`src/rtl/fprem_pkg.sv`:
```
package fprem_pkg;

   typedef enum logic [2:0] {
      K_ZERO,
      K_FIN,
      K_INF,
      K_QNAN,
      K_SNAN
   } kind_e;

   typedef enum logic [1:0] {
      S_IDLE,
      S_ITER,
      S_ROUND
   } phase_e;

endpackage

```
`src/rtl/fprem_unpack.sv`:
```
module fprem_unpack
   import fprem_pkg::*;
#(
   parameter int EW = 8,
   parameter int MW = 23,
   parameter int XW = EW + 3,
   parameter int LW = $clog2(MW + 2)
) (
   input  logic [EW+MW-1:0]     mag,
   output kind_e                kind,
   output logic [MW:0]          sig,
   output logic signed [XW-1:0] ex
);
   localparam int BIAS = (1 << (EW - 1)) - 1;

   logic [EW-1:0] ef;
   logic [MW-1:0] ff;
   logic [MW:0]   raw;
   logic [LW-1:0] lz;

   assign ef  = mag[EW+MW-1:MW];
   assign ff  = mag[MW-1:0];
   assign raw = {ef != '0, ff};

   always_comb begin
      if (ef == '1)
         kind = (ff == '0) ? K_INF : (ff[MW-1] ? K_QNAN : K_SNAN);
      else if (ef == '0 && ff == '0)
         kind = K_ZERO;
      else
         kind = K_FIN;
   end

   // distance of the leading one from the top significand bit
   always_comb begin
      lz = '0;
      for (int i = 0; i <= MW; i++)
         if (raw[i]) lz = LW'(MW - i);
   end

   assign sig = raw << lz;
   assign ex  = (ef == '0) ? XW'(1 - BIAS) - XW'(lz) : XW'(ef) - XW'(BIAS);
endmodule

```
`src/rtl/fprem_divstep.sv`:
```
module fprem_divstep #(
   parameter int MW = 23
) (
   input  logic [MW+1:0] rem,
   input  logic [MW:0]   dsig,
   output logic          ge,
   output logic [MW+1:0] nxt
);
   assign ge  = rem >= (MW+2)'(dsig);
   assign nxt = ge ? rem - (MW+2)'(dsig) : rem;
endmodule

```
`src/rtl/fprem_round_pack.sv`:
```
module fprem_round_pack #(
   parameter int EW = 8,
   parameter int MW = 23,
   parameter int XW = EW + 3,
   parameter int LW = $clog2(MW + 2)
) (
   input  logic [MW+1:0]        rem,
   input  logic                 q_lsb,
   input  logic [MW:0]          dsig,
   input  logic                 half,
   input  logic signed [XW-1:0] eb,
   input  logic                 sa,
   output logic                 up,
   output logic [EW+MW:0]       res
);
   localparam int BIAS = (1 << (EW - 1)) - 1;
   localparam int RW   = MW + 3;

   logic [RW-1:0]        rr, two_r, dv, dz;
   logic [MW:0]          mag;
   logic [LW-1:0]        p;
   logic signed [XW-1:0] s_ex, b_ex, k;
   logic [MW-1:0]        nm, sm;
   logic                 sgn;

   always_comb begin
      rr    = RW'(rem);
      dz    = RW'(dsig);
      two_r = half ? rr : rr << 1;
      dv    = half ? dz << 1 : dz;
      up    = (two_r > dz) || (two_r == dz && q_lsb);
      mag   = (MW+1)'(up ? dv - rr : rr);
   end

   always_comb begin
      p = '0;
      for (int i = 0; i <= MW; i++)
         if (mag[i]) p = LW'(i);
   end

   always_comb begin
      s_ex = eb - XW'(MW) - XW'(half);
      b_ex = s_ex + XW'(p) + XW'(BIAS);
      k    = s_ex + XW'(BIAS + MW - 1);
      nm   = MW'(mag << (LW'(MW) - p));
      sm   = k[XW-1] ? MW'(mag >> XW'(-k)) : MW'(mag << k);
      sgn  = (mag == '0) ? sa : sa ^ up;
      if (mag == '0)
         res = {sgn, {(EW+MW){1'b0}}};
      else if (!b_ex[XW-1] && b_ex != '0)
         res = {sgn, b_ex[EW-1:0], nm};
      else
         res = {sgn, {EW{1'b0}}, sm};
   end
endmodule

```
`src/rtl/fprem_unit.sv`:
```
module fprem_unit
   import fprem_pkg::*;
#(
   parameter int EW = 8,
   parameter int MW = 23
) (
   input  logic                clk,
   input  logic                rst_n,
   input  logic                start,
   input  logic [EW+MW:0]      dividend,
   input  logic [EW+MW:0]      divisor,
   output logic                busy,
   output logic                done,
   output logic [EW+MW:0]      result,
   output logic                flag_invalid,
   output logic                flag_divzero,
   output logic [2:0]          quo_low
);
   localparam int FW = EW + MW + 1;
   localparam int XW = EW + 3;
   localparam int LW = $clog2(MW + 2);
   localparam logic [FW-1:0] QBIT  = FW'(1) << (MW - 1);
   localparam logic [FW-1:0] CANON = {1'b0, {EW{1'b1}}, 1'b1, {(MW-1){1'b0}}};
   localparam logic signed [XW-1:0] NEG1 = XW'(-1);

   if (EW < 4 || MW < 4) begin : g_param_chk
      $error("fprem_unit: EW and MW must both be at least 4");
   end

   kind_e                kind_v [2];
   logic [MW:0]          sig_v  [2];
   logic signed [XW-1:0] ex_v   [2];
   logic [FW-2:0]        mag_v  [2];

   assign mag_v[0] = dividend[FW-2:0];
   assign mag_v[1] = divisor[FW-2:0];

   for (genvar g = 0; g < 2; g++) begin : g_unp
      fprem_unpack #(.EW(EW), .MW(MW), .XW(XW), .LW(LW)) u_unp (
         .mag (mag_v[g]),
         .kind(kind_v[g]),
         .sig (sig_v[g]),
         .ex  (ex_v[g])
      );
   end

   phase_e               state;
   logic [MW+1:0]        rem;
   logic [MW:0]          dsig;
   logic signed [XW-1:0] eb;
   logic [XW-1:0]        cnt;
   logic [2:0]           q3;
   logic                 half, sa, spec, spec_inv, spec_dz;
   logic [FW-1:0]        spec_res;

   // settle special operand pairs at acceptance
   logic                 sp, sp_inv, sp_dz;
   logic [FW-1:0]        sp_res;
   logic signed [XW-1:0] dexp;
   logic                 a_nan, b_nan;

   always_comb begin
      dexp   = ex_v[0] - ex_v[1];
      a_nan  = kind_v[0] == K_QNAN || kind_v[0] == K_SNAN;
      b_nan  = kind_v[1] == K_QNAN || kind_v[1] == K_SNAN;
      sp     = 1'b1;
      sp_res = CANON;
      sp_inv = 1'b0;
      sp_dz  = 1'b0;
      if (a_nan) begin
         sp_res = dividend | QBIT;
         sp_inv = kind_v[0] == K_SNAN || kind_v[1] == K_SNAN;
      end else if (b_nan) begin
         sp_res = divisor | QBIT;
         sp_inv = kind_v[1] == K_SNAN;
      end else if (kind_v[0] == K_INF) begin
         sp_inv = 1'b1;
      end else if (kind_v[0] == K_ZERO) begin
         if (kind_v[1] == K_ZERO) sp_inv = 1'b1;
         else                     sp_res = dividend;
      end else if (kind_v[1] == K_ZERO) begin
         sp_dz = 1'b1;
      end else if (kind_v[1] == K_INF || dexp < NEG1) begin
         sp_res = dividend;
      end else begin
         sp = 1'b0;
      end
   end

   logic          st_ge;
   logic [MW+1:0] st_nxt;

   fprem_divstep #(.MW(MW)) u_step (
      .rem (rem),
      .dsig(dsig),
      .ge  (st_ge),
      .nxt (st_nxt)
   );

   logic          pk_up;
   logic [FW-1:0] pk_res;

   fprem_round_pack #(.EW(EW), .MW(MW), .XW(XW), .LW(LW)) u_pack (
      .rem  (rem),
      .q_lsb(q3[0]),
      .dsig (dsig),
      .half (half),
      .eb   (eb),
      .sa   (sa),
      .up   (pk_up),
      .res  (pk_res)
   );

   assign busy = state != S_IDLE;

   always_ff @(posedge clk or negedge rst_n) begin
      if (!rst_n) begin
         state        <= S_IDLE;
         rem          <= '0;
         dsig         <= '0;
         eb           <= '0;
         cnt          <= '0;
         q3           <= '0;
         half         <= 1'b0;
         sa           <= 1'b0;
         spec         <= 1'b0;
         spec_inv     <= 1'b0;
         spec_dz      <= 1'b0;
         spec_res     <= '0;
         done         <= 1'b0;
         result       <= '0;
         flag_invalid <= 1'b0;
         flag_divzero <= 1'b0;
         quo_low      <= '0;
      end else begin
         done <= 1'b0;
         case (state)
            S_IDLE: if (start) begin
               sa       <= dividend[FW-1];
               spec     <= sp;
               spec_res <= sp_res;
               spec_inv <= sp_inv;
               spec_dz  <= sp_dz;
               q3       <= '0;
               half     <= dexp == NEG1;
               rem      <= (MW+2)'(sig_v[0]);
               dsig     <= sig_v[1];
               eb       <= ex_v[1];
               cnt      <= dexp;
               state    <= (sp || dexp == NEG1) ? S_ROUND : S_ITER;
            end
            S_ITER: begin
               q3 <= {q3[1:0], st_ge};
               if (cnt == '0) begin
                  rem   <= st_nxt;
                  state <= S_ROUND;
               end else begin
                  rem <= st_nxt << 1;
                  cnt <= cnt - 1'b1;
               end
            end
            S_ROUND: begin
               done  <= 1'b1;
               state <= S_IDLE;
               if (spec) begin
                  result       <= spec_res;
                  flag_invalid <= spec_inv;
                  flag_divzero <= spec_dz;
                  quo_low      <= '0;
               end else begin
                  result       <= pk_res;
                  flag_invalid <= 1'b0;
                  flag_divzero <= 1'b0;
                  quo_low      <= q3 + {2'b00, pk_up};
               end
            end
            default: state <= S_IDLE;
         endcase
      end
   end
endmodule

```
`config.mk`:
```
export PLATFORM = sky130hd
export DESIGN_NAME = fprem_unit
export DESIGN_NICKNAME = d
export VERILOG_FILES = /design/src/rtl/fprem_pkg.sv /design/src/rtl/fprem_unpack.sv /design/src/rtl/fprem_divstep.sv /design/src/rtl/fprem_round_pack.sv /design/src/rtl/fprem_unit.sv
export SDC_FILE = /design/constraint.sdc
export NUM_CORES = 1
export LEC_CHECK = 0
export BUFFER_PORTS_ARGS = -buffer_cell sky130_fd_sc_hd__buf_2
export CORE_AREA = 2 2 212 214
export CTS_BUF_LIST = sky130_fd_sc_hd__clkbuf_16
export CTS_CLUSTER_SIZE = 14
export DETAILED_ROUTE_END_ITERATION = 16
export DIE_AREA = 0 0 214 216
export GPL_TIMING_DRIVEN = 0
export RECOVER_POWER = 50
export SLEW_MARGIN = 0
export SYNTH_ARGS = -nofsm -noshare
export SYNTH_HDL_FRONTEND = slang
export SYNTH_SLANG_ARGS = --single-unit
```
`constraint.sdc`:
```
create_clock -name clk -period 12.8 [get_ports clk]
set_input_delay 0.64 -clock clk [delete_from_list [all_inputs] [get_ports clk]]
set_output_delay 0.64 -clock clk [all_outputs]
set_load 0.05 [all_outputs]
```
After elaboration in Yosys (flattened, before gate mapping)
Index checks and enable logic that the tools add are counted.
{ "classes": {"n_eq_ne": 16, "addsub": 16, "order_cmp": 3, "reduce_logical": 30, "n_mul": 0, "shifts": 5, "muxes": 128, "bitwise": 1, "div_mod_pow": 0} }
{ "op_table": {"columns": ["op", "count"], "rows": [
  ["$mux 5", 56],
  ["$mux 32", 8],
  ["$mux 25", 3],
  ["$mux 31", 2],
  ["$pmux 25 s2", 1],
  ["$mux 24", 2],
  ["$shl 24x5->24", 2],
  ["$logic_not 23->1", 2],
  ["$mux 11", 4],
  ["$mux 3", 12],
  ["$mux 4", 8],
  ["$eq 26x24->1", 1],
  ["$gt 26x24->1", 1],
  ["$mux 26", 1],
  ["$ge 25x24->1", 1],
  ["$sub 25x24->25", 1],
  ["$logic_not 24->1", 1],
  ["$shl 24x11->23", 1],
  ["$shl 24x5->23", 1],
  ["$shr 24x11->23", 1],
  ["$sub 24x24->24", 1],
  ["$mux 23", 1],
  ["$mux 1", 22],
  ["$pmux 11 s2", 1],
  ["37 further kinds", 65]
]} }
{ "totals": {"output_inout_bits": 39, "rom_bits": 0, "input_bits": 67, "reg_bits": 151, "mem_bits_rw": 0, "latchBits": 0, "mem_count": 0, "word_cells": 217} }

Depth between registers and ports, before layout
Gate-level depths: netlist of run 1.
{ "logic_depth": {"word_depth": 39, "depth_mapped": 37, "mapped_depth_nobuf": 32} }

Modules after synthesis
A second synthesis of run 1 with hierarchy kept.
{ "hier_totals": {"cells_unflattened": 3084, "hier_area_um2": 22023.6} }
{ "modules_own_cells": {"columns": ["module", "n_inst", "seq_area_each_um2", "area_each_um2", "cells_each"], "rows": [
  ["fprem_round_pack", 1, 0.0, 8580.7, 1325],
  ["fprem_unit", 1, 3778.6, 7577.3, 847],
  ["fprem_unpack at g_unp[0].u_unp", 1, 0.0, 2050.7, 327],
  ["fprem_unpack at g_unp[1].u_unp", 1, 0.0, 1974.4, 302],
  ["fprem_divstep", 1, 0.0, 1840.5, 283]
]} }

Worst setup path before layout of run 1
Ideal clock, no wire load.
{ "synth_timing": {"path_type": "register -> register", "startpoint": "reg half", "endpoint": "reg result[13]", "t_required_ns": 12.661, "period_less_slack_ns": 7.276, "slack_ns": 5.524, "setup_time_ns": 0.139, "stages_incl_launch_ff": 37, "path_buffers": 8, "t_arrival_ns": 7.138, "cell_sequence": "dfrtp_1 clkbuf_1 clkbuf_1 nand2_1 o21ai_0 ha_1 clkbuf_1 a211o_1 or2_0 a311o_1 a211oi_1 o21ai_0 nor3b_1 nor2_2 and3_1 buf_2 nand3_1 nor2_1 buf_2 buf_2 ha_1 inv_1 ha_1 a21o_1 a21oi_1 o21bai_1 a21oi_1 xor2_1 nor3_1 a21oi_1 o21ai_0 a21o_1 clkbuf_1 clkbuf_1 o221ai_1 a221oi_1 a211oi_1"} }
{ "synth_between": {"elab_chain_len": 35, "word_cells_on_any_way": 48, "cone_classes": "add/sub (7); order compare (1); eq/ne (1); shift (3); mux (30); reduce/logical (6)"} }
{ "synth_lines": {"columns": ["item", "line", "source"], "rows": [
  ["start: declaration", "fprem_unit.sv:53", "logic half, sa, spec, spec_inv, spec_dz;"],
  ["start signal: assignment", "fprem_unit.sv:124", "half <= 1'b0;"],
  ["start signal: assignment", "fprem_unit.sv:145", "half <= dexp == NEG1;"],
  ["branches (longest 33 deep; another with $gt 26x24->1)", null, null],
  ["$mux 31 *", "fprem_round_pack.sv:48", "if (mag == '0)"],
  ["$mux 32 *", "fprem_unit.sv:165", "if (spec) begin"],
  ["end signal: assignment", "fprem_unit.sv:166", "result <= spec_res;"],
  ["end signal: assignment", "fprem_unit.sv:171", "result <= pk_res;"],
  ["end: declaration", "fprem_unit.sv:14", "output logic [EW+MW:0] result,"]
]} }
Mark *: on every way between the ends.
A chain may end at the register's enable or synchronous reset.

Worst setup path after layout of run 1
{ "layout_timing": {"startpoint": "reg half", "endpoint": "reg result[17]"} }
Same word-level chain as after synthesis.

==> metrics, run 1 <==
status finished, violations left; failing checks capacitance limit, slew limit; critical path fanouts, max 10; final hold slack 0.415 ns; Total GRT Usage 38.6%; Crit-path slowest cell o21ai_0; Area Growth Syn to Fin 9.11%; Slew HR -234%; Tcrit/Tclk final 77.3%; number of flops mapped to enable cells by yosys 0; WP data arrival 10.18 ns; Mean Syn Cell Area 7.38 µm²; post-synthesis cell area 19,600 µm²; CP endpoint kind flip-flop; Worst Reg-to-Reg Cells 36; first-pass GRT wire length 135,000 µm; Die H 216 µm; RSZ-0062 raised after global routing false; dpl cells 3,346; clk_lat worst skew 0.45 ns; die width 214 µm; flops & latches, synth 149; CP max stage delay 0.91 ns; drt drc 0; Worst Tran Pin Value 5.01 ns; Yosys cell types 87; clk_skew 0.0147 ns; Non-Filler Instances 3,377; Mapped Cells 2,654; most used cell along the critical path clkbuf_1; pin count of the biggest net entering global routing 88; DR vias 22,524; share of the synthesized area in the top cell type 19.0%; routed len/inst 27.2 µm; max cap viols 2; fmax 101 MHz; worst hold stages 3; Antenna Cells 0; Initial Utilization 44.7%; Final nets 2,960; num rows 77; total gr overflow 0; Mapped Nets 2,841; Ys Warns 0; CTS resizes 0; Initial DRC Count 2,719; via-per-instance ratio 6.67; Root Driver clkbuf_16; Slew Viols, Final 152; Die ar. 46,200 µm²; Fill cells 4,516; CP startpoint kind flip-flop; worst hold path class in -> reg; critical path class reg -> reg; IO buf count 98; sequential area share after synthesis 19.0%; CTS tree done; top post-synthesis cells by area dfrtp_1 (19%), mux2i_1 (7.5%), ha_1 (7.4%); io pins 106; CORE AREA 43,800 µm²; clock-pin slew on the worst setup and hold paths 0.07 ns; setup bufs post-CTS 0; total CTS buffers 17; share of cells above drive strength 1 8.40%; Tmin final 9.90 ns; multi-input logic area 14,700 µm²; initial antenna violation count 4; Final Hold Viols 0; Critical Path RT 13.08 ns; clock buffer depth 2; H-tree Lvls 4; hold buffers post-CTS 0; CTS Sinks 149; setup tns final 0 ns; vias in the first global route 21,264; leading register cell type out of synthesis dfrtp_1; Register Area 3730 µm²; GP Congestion 1.03; DRT antenna net count 0; Initial DRT Pass Iterations 7; dominant cell type by area after synthesis dfrtp_1; HPWL after DPL 74,200 µm; Async SR Flop Fraction 100%; total routed wirelength 91,700 µm; setup violators final 0
## synth_stat cells, types with 21 or more instances
master / number
a211oi_1: 43
a21o_1: 34
a21oi_1: 199
a221oi_1: 35
a22oi_1: 24
a31oi_1: 23
and3_1: 24
clkbuf_1: 143
dfrtp_1: 149
ha_1: 116
inv_1: 128
mux2_2: 35
mux2i_1: 146
mux4_2: 33
nand2_1: 286
nand2b_1: 27
nand3_1: 91
nand4_1: 24
nor2_1: 258
nor3_1: 107
nor4_1: 21
o211ai_1: 28
o21ai_0: 224
o22ai_1: 42
xnor2_1: 45
## per-stage QoR
stage	util (%)	worst slack (ns)	cell area (µm²)
floorplan	-	5.52	19600
global placement	47.5	3.31	20800
detailed placement	47.6	3.22	20900
CTS	48.8	3.14	21400
global route	48.7	2.20	21400
finish	48.7	2.90	21400
## flip-flops by register name, summed over array words and instances, names as in the netlist
signal and count:
spec_dz 1, q3 3, half 1, cnt 11, spec_inv 1, state 2, rem 25, done 1
flag_invalid 1, flag_divzero 1, eb 9, result 32, quo_low 3, spec 1, sa 1, spec_res 32
dsig 24
## cell type report
cell class / instances / area share [%]
Buffer: 176 / 3.26
Clock buffer: 17 / 1.99
Clock inverter: 14 / 0.598
Inverter: 134 / 2.36
Multi-Input combinational cell: 2195 / 68.6
Sequential cell: 149 / 17.5
Tap cell: 592 / 3.47
Timing Repair Buffer: 100 / 2.23
## layout by cell type (no fill, tap or decap), types with 18 or more instances in the layout
master / instances
nand3_1: 91
nor4_1: 19
nand4_1: 24
nor2_1: 258
dfrtp_1: 149
a31oi_1: 23
buf_2: 95
o211ai_1: 28
mux2i_1: 146
o21ai_0: 224
nand2_1: 286
clkbuf_1: 164
xnor2_1: 45
a22oi_1: 24
a21o_1: 34
o22ai_1: 42
nor2b_1: 19
xor2_1: 19
a211oi_1: 43
mux2_2: 35
nor3_1: 107
ha_1: 116
inv_1: 129
a21oi_1: 199
o21a_1: 20
o221ai_1: 18
and3_1: 24
a221oi_1: 35
or3_1: 20
mux4_2: 33
nand2b_1: 27
## worst paths after layout
kind / startpoint / endpoint / slack, ns
worst max register to register: half / result[17] / 2.90
worst max-delay path: half / result[17] / 2.90
min in group asynchronous: rst_n / cnt[4] / 1.99
worst min-delay path: dividend[31] / sa / 0.41
max in group asynchronous: rst_n / flag_divzero / 5.77
worst min register to register: spec_inv / spec_inv / 0.48
## worst max-delay path: cells and delay by family (launching register included)
family / cells / cell delay [ns]
AO/OA/AOI/OAI: 13 / 3.61
XOR/XNOR: 1 / 0.18
adder cells (fa/ha/maj): 3 / 0.81
buffers and inverters: 9 / 2.59
flip-flops: 1 / 0.42
AND/OR/NAND/NOR: 10 / 2.09
## layer usage
metal	vias up	GRT usage (%)	part of all wire, %
met4	8	19.1	5.6
met3	235	5.92	9.1
met2	1275	62.2	45
met1	10901	50.5	41
met5	-	0	0.060
li1	10105	-	-
## kinds of logic (layout without fill, tap and decap cells)
logic type / Yosys count / in the layout / synth area share [%]
AND/OR/NAND/NOR: 934 / 934 / 21.9
XOR/XNOR: 64 / 64 / 2.86
flip-flops: 149 / 149 / 19.0
AO/OA/AOI/OAI: 863 / 863 / 28.9
buffers and inverters: 310 / 441 / 6.13
adder cells (fa/ha/maj): 120 / 120 / 7.82
multiplexers: 214 / 214 / 13.3
Power of run 1 is not shown: default switching activity piles up to over one toggle a cycle in this logic, so the estimate is an artifact.
==> inputs of run 2 (changes only) <==
--- a/config.mk
+++ b/config.mk
@@ -5,12 +5,13 @@
 export SDC_FILE = /design/constraint.sdc
 export NUM_CORES = 1
 export LEC_CHECK = 0
+export ABC_AREA = 1
 export BUFFER_PORTS_ARGS = -buffer_cell sky130_fd_sc_hd__buf_2
-export CORE_AREA = 2 2 212 214
+export CORE_AREA = 2 2 209 211
 export CTS_BUF_LIST = sky130_fd_sc_hd__clkbuf_16
 export CTS_CLUSTER_SIZE = 14
 export DETAILED_ROUTE_END_ITERATION = 16
-export DIE_AREA = 0 0 214 216
+export DIE_AREA = 0 0 211 213
 export GPL_TIMING_DRIVEN = 0
 export RECOVER_POWER = 50
 export SLEW_MARGIN = 0
==> constraint.sdc (replaced) <==
create_clock -name clk -period 9.15 [get_ports clk]
set_input_delay 0.4575 -clock clk [delete_from_list [all_inputs] [get_ports clk]]
set_output_delay 0.4575 -clock clk [all_outputs]
set_load 0.05 [all_outputs]
==> run 2 against run 1 <==
The run still ends with capacitance limit, slew limit left. Fmax increased by 16%. Final cell count up 13%. Critical path depth increased by 4. Utilization is 0.19 points lower. Non-clock buffer count fell by 32. Die area shrank 2.8%. Sequential share of layout area is 0.54 points higher. Largest cell class unchanged. First-iteration DRC count shrank 6.4%. Cell area shrank 3.0%. Clock skew barely moved. Synthesized area shrank 3.2%. Flip-flop and latch count did not move.
==> metrics, run 2 <==
status finished, violations left; failing checks capacitance limit, slew limit; setup bufs post-CTS 0; Critical Path RT 9.55 ns; DR vias 23,297; setup violators final 0; Die ar. 44,900 µm²; io pins 106; GP Congestion 1.01; Die H 213 µm; CP startpoint kind flip-flop; CTS tree done; Worst Tran Pin Value 4.66 ns; CTS Sinks 149; M1 WL 35,400 µm; Slew Viols, Final 152; clk_skew 0.0145 ns; max cap viols 3; post-place instance area 20,200 µm²; Ys Warns 0; Final nets 3,454; most frequent cells in the layout nand2_1 (853), inv_1 (353), o21ai_0 (327); clock-pin slew on the worst setup and hold paths 0.08 ns; worst hold path class in -> reg; total routed wirelength 90,100 µm; Async SR Flop Fraction 100%; Slew HR -211%; drt drc 0; clk_lat worst skew 0.46 ns; critical path fanouts, max 10; Design Area, Final 20,700 µm²; leading register cell type out of synthesis dfrtp_1; Yosys cell types 75; top post-synthesis cells by area dfrtp_1 (20%), nand2_1 (17%), o21ai_0 (8.6%); Mapped Nets 3,328; Area Growth Syn to Fin 9.31%; Initial DRT Pass Iterations 6; post-synthesis cell area 19,000 µm²; die width 211 µm; H-tree Lvls 4; initial antenna violation count 9; CTS resizes 0; DRT antenna net count 0; dominant cell type by area after synthesis dfrtp_1; Total GRT Usage 39.5%; most common cell in the netlist nand2_1; most frequent cells after synthesis nand2_1 (853), inv_1 (353), o21ai_0 (327); WP data arrival 8.96 ns; via-per-instance ratio 6.09; IO buf count 105; setup tns final 0 ns; Tmin final 8.56 ns; CP endpoint kind flip-flop; num rows 76; sequential area share after synthesis 19.7%; flops & latches, synth 149; Crit-path slowest cell o21ai_1; clock buffer depth 2; CP max stage delay 0.53 ns; CORE AREA 42,700 µm²; Initial DRC Count 2,545; top routing layer in use met5; Mean Syn Cell Area 6.04 µm²; first-pass GRT wire length 133,000 µm; routed len/inst 23.5 µm; Util after Layout 48.5%; share of cells above drive strength 1 7.99%; share of the synthesized area in the top cell type 19.7%; RSZ-0062 raised after global routing false; Tcrit/Tclk final 93.5%; fmax 117 MHz; most used cell along the critical path nand2_1; pin count of the biggest net entering global routing 99; total CTS buffers 17; Largest regs result x32, spec_res x32, rem x25; Final Hold Viols 0; hold buffers post-CTS 1; routed length on met3 8510 µm; final hold slack 0.237 ns; HPWL after DPL 73,800 µm; critical path class reg -> reg; Root Driver clkbuf_16; total gr overflow 0; Initial Utilization 44.4%; number of flops mapped to enable cells by yosys 0; vias in the first global route 21,950; most common cell after layout, fill and taps aside nand2_1; Mapped Cells 3,141; DR WL met2 40,100 µm
-- run 2: cell types whose count changed in the layout (fill, tap and decap cells not counted), moves of 63 or more --
cell and delta:
nand2_1 +567, inv_1 +224, nand3_1 +158, mux2i_1 -138, o21ai_0 +103, nor3_1 -79
o21ai_1 +63
-- run 2: final cells by class --
class	instances	area (µm²)
clock buffers	17	425
flip-flops and latches	149	3730
clock inverters	15	139
inverters	390	1470
plain buffers	137	629
diodes	2	5.00
well taps	546	683
multi-input cells	2465	13100
repair buffers	107	512
fillers	4658	22000
-- run 2: worst paths after layout --
kind,startpoint,end,slack (ns),cells after the start
setup / recovery,half,result[15],0.59,40
hold / removal,dividend[31],sa,0.24,3
setup reg to reg,half,result[15],0.59,40
hold reg to reg,result[2],result[2],0.50,2
max in group asynchronous,rst_n,spec_res[15],1.47,3
min in group asynchronous,rst_n,rem[22],1.61,2
-- run 2: per-stage QoR --
step / setup WS, ns / instances
final: 0.593 / 3828
after global routing: 0.119 / 3826
after CTS: 0.965 / 3826
after detailed placement: 0.981 / 3793
after global placement: 1.01 / 3792
after floorplan: 3.04 / 3141
-- run 2: layer usage --
layer  up-vias  GRT usage, %
met4        12          23.7
met2      1288          63.7
met3       286          8.63
met5         -             0
li1      10818             -
met1     10893          48.5
-- run 2: cell families after synthesis --
logic type / Yosys count / synth area share, %
buffers and inverters: 527 / 11.1
DFF: 149 / 19.7
adders and majority gates: 120 / 8.08
and+or+nand+nor: 1454 / 32.7
xor gates and xnor gates: 58 / 2.90
muxes: 8 / 0.422
AOI/OAI and AO/OA: 825 / 25.2
-- run 2: worst max-delay path, delay by kind of cell, from the launching register on --
| kind | cells | cell delay (ns) |
|---|---|---|
| AOI/OAI and AO/OA | 4 | 1.15 |
| buffers and inverters | 12 | 2.29 |
| DFF | 1 | 0.49 |
| and+or+nand+nor | 20 | 3.23 |
| adders and majority gates | 3 | 1.07 |
| xor gates and xnor gates | 1 | 0.26 |
Power of run 2 is left out for the same reason.
